[src/rtl/cmpirq_pkg.sv]
package cmpirq_pkg;
  // Per-clock strobes issued by the phase control to the datapath
  typedef struct packed {
    logic sampleEn;  // copy comparator into the sample register
    logic refLoad;   // control-register access: refresh the reference
    logic flagWr;    // software write to the flag
  } cmpirq_strobe_t;
endpackage

[src/rtl/cmpirq_ctrl.sv]
module cmpirq_ctrl
  import cmpirq_pkg::*;
#(
  parameter int NUM_PHASES   = 4,
  parameter int SAMPLE_PHASE = 0,
  parameter int ACCESS_PHASE = 1
) (
  input  logic           clk,
  input  logic           rstN,
  input  logic           ctrlRead,
  input  logic           ctrlWrite,
  input  logic           flagWrite,
  output cmpirq_strobe_t strb
);
  localparam int PW = (NUM_PHASES > 1) ? $clog2(NUM_PHASES) : 1;
  localparam logic [PW-1:0] LAST_PH   = PW'(NUM_PHASES - 1);
  localparam logic [PW-1:0] SAMPLE_PH = PW'(SAMPLE_PHASE);
  localparam logic [PW-1:0] ACCESS_PH = PW'(ACCESS_PHASE);

  logic [PW-1:0] phase;

  always_ff @(posedge clk) begin
    if (!rstN)                phase <= '0;
    else if (phase == LAST_PH) phase <= '0;
    else                      phase <= phase + PW'(1);
  end

  logic inAccess;
  always_comb begin
    inAccess      = (phase == ACCESS_PH);
    strb.sampleEn = (phase == SAMPLE_PH);
    strb.refLoad  = inAccess & (ctrlRead | ctrlWrite);
    strb.flagWr   = inAccess & flagWrite;
  end

  // the phase count wraps back to the first phase
  assert_phase_wrap_R2: assert property (@(posedge clk) disable iff (!rstN)
    (phase == LAST_PH) |=> (phase == '0));

  // at most one access slot per instruction cycle
  assert_single_access_R2: assert property (@(posedge clk) disable iff (!rstN)
    strb.refLoad |=> !strb.refLoad);
endmodule

[src/rtl/cmpirq_datapath.sv]
module cmpirq_datapath
  import cmpirq_pkg::*;
(
  input  logic           clk,
  input  logic           rstN,
  input  logic           cmpOut,
  input  logic           flagWdata,
  input  cmpirq_strobe_t strb,
  input  logic           cmpIe,
  input  logic           periphIe,
  input  logic           globalIe,
  output logic           cmpFlag,
  output logic           irqReq
);
  logic sampLatch;   // once-per-cycle copy of comparator
  logic refLatch;    // copy taken at each control-register access
  logic mismPrev;    // mismatch delayed one clock for edge detection
  logic flagQ;

  logic mismatch, mismRise, hwSet;
  always_comb begin
    mismatch = refLatch ^ sampLatch;
    mismRise = mismatch & ~mismPrev;
    hwSet    = mismRise & ~strb.refLoad;  // access in the same slot wins
  end

  always_ff @(posedge clk) begin
    if (!rstN) begin
      sampLatch <= cmpOut;
      refLatch  <= cmpOut;
      mismPrev  <= 1'b0;
      flagQ     <= 1'b0;
    end else begin
      if (strb.sampleEn) sampLatch <= cmpOut;
      if (strb.refLoad)  refLatch  <= cmpOut;
      mismPrev <= mismatch;
      if (hwSet)            flagQ <= 1'b1;
      else if (strb.flagWr) flagQ <= flagWdata;
    end
  end

  always_comb begin
    cmpFlag = flagQ;
    irqReq  = flagQ & cmpIe & periphIe & globalIe;
  end

  // sample register only moves on the sampling slot
  assert_sample_slot_R2: assert property (@(posedge clk) disable iff (!rstN)
    ($past(rstN) && !$stable(sampLatch)) |-> $past(strb.sampleEn));

  // reference only moves on an access (read or write)
  assert_ref_on_access_R7: assert property (@(posedge clk) disable iff (!rstN)
    ($past(rstN) && !$stable(refLatch)) |-> $past(strb.refLoad));

  // flag rises only from a mismatch edge or a software set
  assert_flag_rise_cause_R3: assert property (@(posedge clk) disable iff (!rstN)
    ($past(rstN) && $rose(flagQ)) |->
      ($past(mismRise) || ($past(strb.flagWr) && $past(flagWdata))));

  // flag falls only through a software write of zero
  assert_flag_clear_cause_R8: assert property (@(posedge clk) disable iff (!rstN)
    ($past(rstN) && $fell(flagQ)) |-> ($past(strb.flagWr) && !$past(flagWdata)));

  // a mismatch edge colliding with an access does not set the flag
  assert_race_no_set_R10: assert property (@(posedge clk) disable iff (!rstN)
    (mismRise && strb.refLoad && !(strb.flagWr && flagWdata) && !flagQ)
      |=> !flagQ);

  // a request never appears without the flag and the global enable
  assert_irq_needs_flag_R9: assert property (@(posedge clk) disable iff (!rstN)
    irqReq |-> (cmpFlag && globalIe));
endmodule

[src/rtl/cmp_change_irq.sv]
module cmp_change_irq
  import cmpirq_pkg::*;
#(
  parameter int NUM_PHASES   = 4,
  parameter int SAMPLE_PHASE = 0,
  parameter int ACCESS_PHASE = 1
) (
  input  logic clk,
  input  logic rstN,
  input  logic cmpOut,
  input  logic ctrlRead,
  input  logic ctrlWrite,
  input  logic flagWrite,
  input  logic flagWdata,
  input  logic cmpIe,
  input  logic periphIe,
  input  logic globalIe,
  output logic cmpFlag,
  output logic irqReq
);
  cmpirq_strobe_t strb;

  cmpirq_ctrl #(
    .NUM_PHASES  (NUM_PHASES),
    .SAMPLE_PHASE(SAMPLE_PHASE),
    .ACCESS_PHASE(ACCESS_PHASE)
  ) u_ctrl (
    .clk      (clk),
    .rstN     (rstN),
    .ctrlRead (ctrlRead),
    .ctrlWrite(ctrlWrite),
    .flagWrite(flagWrite),
    .strb     (strb)
  );

  cmpirq_datapath u_dp (
    .clk      (clk),
    .rstN     (rstN),
    .cmpOut   (cmpOut),
    .flagWdata(flagWdata),
    .strb     (strb),
    .cmpIe    (cmpIe),
    .periphIe (periphIe),
    .globalIe (globalIe),
    .cmpFlag  (cmpFlag),
    .irqReq   (irqReq)
  );
endmodule

[config.mk]
export PLATFORM = sky130hd
export DESIGN_NAME = cmp_change_irq
export DESIGN_NICKNAME = d
export VERILOG_FILES = /design/src/rtl/cmpirq_pkg.sv /design/src/rtl/cmpirq_ctrl.sv /design/src/rtl/cmpirq_datapath.sv /design/src/rtl/cmp_change_irq.sv
export SDC_FILE = /design/constraint.sdc
export NUM_CORES = 1
export LEC_CHECK = 0
export ABC_AREA = 1
export BUFFER_PORTS_ARGS = -buffer_cell sky130_fd_sc_hd__buf_2
export CORE_AREA = 8 8 45 47
export CTS_BUF_LIST = sky130_fd_sc_hd__clkbuf_4 sky130_fd_sc_hd__clkbuf_8 sky130_fd_sc_hd__clkbuf_16
export DETAILED_ROUTE_END_ITERATION = 10
export DIE_AREA = 0 0 53 55
export PLACE_DENSITY = 0.44
export SYNTH_ARGS = -nofsm -noshare
export SYNTH_HDL_FRONTEND = slang
export SYNTH_SLANG_ARGS = --single-unit
[constraint.sdc]
create_clock -name clk -period 1.3 [get_ports clk]
set_input_delay 0.325 -clock clk [delete_from_list [all_inputs] [get_ports clk]]
set_output_delay 0.325 -clock clk [all_outputs]
set_load 0.02 [all_outputs]
Word level (Yosys, flattened, before mapping)
Cells that the tools add are included.
- memories kept: 0
- latch bits: 0
- logic and storage cells: 31
- output and inout port bits: 2
- memory bits (read-only): 0
- memory bits (writable): 0
- flip-flop bits (word level): 6
- mux-type cells: 6
- bitwise operators: 12
- add/subtract/negate cells: 1
- shift-type cells: 0
- reductions and logical operators: 3
- multipliers: 0
- equality and inequality tests: 4
- divide/modulo/power cells: 0
- order comparisons: 0
- operators with widths (cell ; count):
    1-bit AND ; 7
    1-bit 2-to-1 mux ; 6
    2-bit by 1-bit inequality test with 1-bit output (second input constant) ; 2
    1-bit inverter ; 3
    2-bit by 1-bit adder with 2-bit output (second input constant) ; 1
    2-bit by 1-bit equality test with 1-bit output (second input constant) ; 1
    2-bit equality test (second input constant) ; 1
    2-bit logical NOT ; 1
    2-bit nonzero test ; 1
    2-bit OR reduction ; 1
    1-bit bitwise OR ; 1
    1-bit bitwise XOR ; 1

Depth between registers and ports, before layout
- depth after elaboration: 5
- mapped depth: 7

By module
From an unflattened synthesis, not the netlist that was laid out.
- cell total of the unflattened synthesis: 42
- area, all modules: 322.8 um^2
- by module, submodules not included (module ; area each (um^2) ; times used ; sequential area each (um^2) ; cells an instance):
    cmpirq_datapath ; 200.2 ; 1 ; 100.1 ; 25
    cmpirq_ctrl ; 122.6 ; 1 ; 40.0 ; 17

Worst setup path after synthesis
OpenSTA, ideal clock, no wires.
- path kind: reg2out
- start: register u_dp.flagQ, in the netlist u_dp.cmpFlag
- end: output port irqReq
- arrival time: 813 ps
- path buffers: 0
- cell stages (with the launch flop): 3
- path slack: 162 ps
- path through: dfxtp_1 nand2_1 nor2_1
- cells in the longest elaborated chain, start to end: 3
- RTL lines (element ; line ; RTL):
    start, declared ; cmpirq_datapath.sv:18 ; logic flagQ;
    start signal, assigned ; cmpirq_datapath.sv:38 ; else if (strb.flagWr) flagQ <= flagWdata;
    1-bit AND (3 in a row) ; cmpirq_datapath.sv:44 ; irqReq = flagQ & cmpIe & periphIe & globalIe;
    end, declared ; cmp_change_irq.sv:19 ; output logic irqReq
No other way between the ends.

Worst setup path in the final report
Ends and elaborated chain as after synthesis.

==> impl_metrics.py <==
metrics = {
    "sta": {
        "period_share_pct": 92.5,
        "clock_skew_ns": 0.00353,
        "max_freq_mhz": 831,
        "worst_pin_slew_ns": 0.144,
        "fin_crit_ns": 1.20,
        "final_max_slew_viol_count": 0,
        "slew_headroom_pct": 90.4,
        "timing.hold.ws_ns": 0.269,
        "setup_viol": 0,
        "finalHoldViolCount": 0,
    },
    "global_routing": {
        "grt_first_pass_wirelength_um": 972,
        "grt_usage_pct": 4.71,
        "antenna_found_initial": 0,
        "grt.overflow.total": 0,
        "grt_pass1_vias": 256,
        "grt_max_degree": 6,
    },
    "final_layout": {
        "drive_gt1_share_pct": 37.5,
        "nNetsFinal": 63,
        "multiInputGateArea_um2": 126,
        "syn_to_final_growth_pct": 34.2,
        "instances_no_fill": 64,
        "fin_util_pct": 28.4,
        "final_cell_area_um2": 393,
        "ff_latch_area_um2": 140,
        "fillCellCount": 167,
        "antenna_cells": 0,
    },
    "synth": {
        "ys_seq_area_share_pct": 47.9,
        "synth_commonest_cells": "9 x nand2_1, 5 x inv_1, 4 x dfxtp_1, 3 x ha_1",
        "synthFlopType": "dfxtp_1",
        "synth-seq-cells": 6,
        "synth.top_cell.area_share_pct": 27.4,
        "synthArstFlopShare_pct": 0,
        "yosys.area.top_type": "dfxtp_1",
        "syn_nets": 47,
        "synth_edf_count": 2,
        "synth_area_per_cell_um2": 8.61,
        "syn-instance-count": 34,
        "ys_warn_count": 0,
        "ys_top_cells_by_area": "dfxtp_1 27%, edfxtp_1 21%, ha_1 13%",
        "netlist_area_um2": 293,
        "netlist-cell-type-count": 14,
        "yosysMostFrequentCell": "nand2_1",
    },
    "floorplan": {
        "die_area_mm2": 0.00292,
        "core_mm2": 0.00138,
        "fp.dieW_um": 53,
        "io_pins": 12,
        "rows": 14,
        "die_y_um": 55,
        "start_util_pct": 21.2,
    },
    "cts": {
        "cts_sinks": 6,
        "cts_made_buffers": 3,
        "cts.path.max_buffers": 2,
        "cts.clk_slew.worst_paths_ns": 0.05,
        "cts_tree": "yes",
        "cts-hold-fix-buffers": 0,
        "clk_latency_ns": 0.24,
        "cts_htree_levels": 1,
        "clockRootBuffer": "clkbuf_4",
    },
    "routing": {
        "ant_nets": 0,
        "wl_um": 571,
        "vias": 248,
        "via_per_inst": 3.88,
        "drc": 0,
        "firstDrtPassIters": 1,
        "drt_iter0_drc": 0,
        "drt-wirelength-per-cell_um": 8.92,
    },
    "power": {
        "power.density_mw_per_mm2": 1250,
        "fin_total_pwr_mw": 0.492,
        "p_leak_nw": 0.199,
        "ir_drop_v": 0.000333,
    },
    "place": {
        "dp.cells": 61,
        "port_buffers": 11,
        "dp_hpwl_um": 462,
        "placed_area_um2": 368,
        "gp_congestion": 0.727,
    },
    "job": {
        "drv_cap": 0,
    },
    "setup_path": {
        "crit_type": "register to output port",
        "reg2reg_depth": 3,
        "path_max_fanout": 3,
        "critPathLaunchType": "register",
        "required_ns": 0.98,
        "worstPathArrival_ns": 0.88,
        "end_kind": "output port",
    },
    "min_path": {
        "worstHoldPathCells": 1,
        "min_path_type": "primary input to register",
    },
    "status": {
        "status": "completed",
    },
}
flip-flops by register name (all words and copies together), names as in the netlist:
| signal | cells |
|---|---|
| u_dp.mismPrev | 1 |
| u_dp.cmpFlag | 1 |
| u_dp.refLatch | 1 |
| u_ctrl.phase | 2 |
| u_dp.sampLatch | 1 |
where the power goes:
group	internal (mW)	switching (mW)	total [mW]
Clock	0.105	0.0697	0.174
Sequential	0.217	0.0128	0.230
Combinational	0.0408	0.0472	0.0880
Total	0.363	0.130	0.492
layout by cell type (no fill, tap or decap), types with 2 or more instances in the layout:
cell,count
inv_1,5
nand3_1,2
inv_2,2
dfxtp_1,4
ha_1,3
nand2_1,9
clkbuf_4,3
edfxtp_1,2
buf_2,10
cells by family (layout without fill, tap and decap cells):
logic type | after synthesis | count (layout) | share of synthesized area [%]
and+or+nand+nor | 15 | 15 | 22.6
buffers and inverters | 7 | 21 | 8.98
DFF | 6 | 6 | 47.9
adders and majority gates | 3 | 3 | 12.8
AOI/OAI and AO/OA | 3 | 3 | 7.69
critical path, stage by stage (launching register included):
cell and delay (ns):
dfxtp_1 0.34, nand2_1 0.06, nor2_1 0.09, buf_4 0.14
worst paths after layout:
path | slack (ns) | end | from
setup / recovery | 0.1 | irqReq | u_dp.cmpFlag
hold / removal | 0.27 | u_dp.sampLatch | cmpOut
setup reg to reg | 0.24 | u_dp.sampLatch | u_ctrl.phase[0]
hold reg to reg | 0.49 | u_ctrl.phase[0] | u_ctrl.phase[0]
what timing repair did:
item / CTS / global route
endpoints found under the setup margin: 0 / 1
buffers inserted: 0 / 0
resized for setup: 0 / 1
per-layer routing:
layer / GRT usage [%] / up-vias / part of all wire [%]
met5: 0 / - / 0
met4: 3.88 / 0 / 1.4
met3: 4.28 / 2 / 19
met2: 7.03 / 11 / 40
met1: 3.82 / 100 / 40
li1: - / 135 / -
cell type report:
type / instances / area share, %
flip-flops and latches: 6 / 35.7
multi-input cells: 21 / 32.2
repair buffers: 11 / 14.6
inverters: 7 / 6.69
clock buffers: 3 / 5.73
well taps: 16 / 5.10
stage by stage:
step                worst slack, ns  TNS (ns)
finish                       0.0971         0
global route                -0.0139   -0.0139
global placement              0.245         0
floorplan                     0.162         0
CTS                          0.0688         0
detailed placement            0.233         0
(Power assumes the default switching activity.)
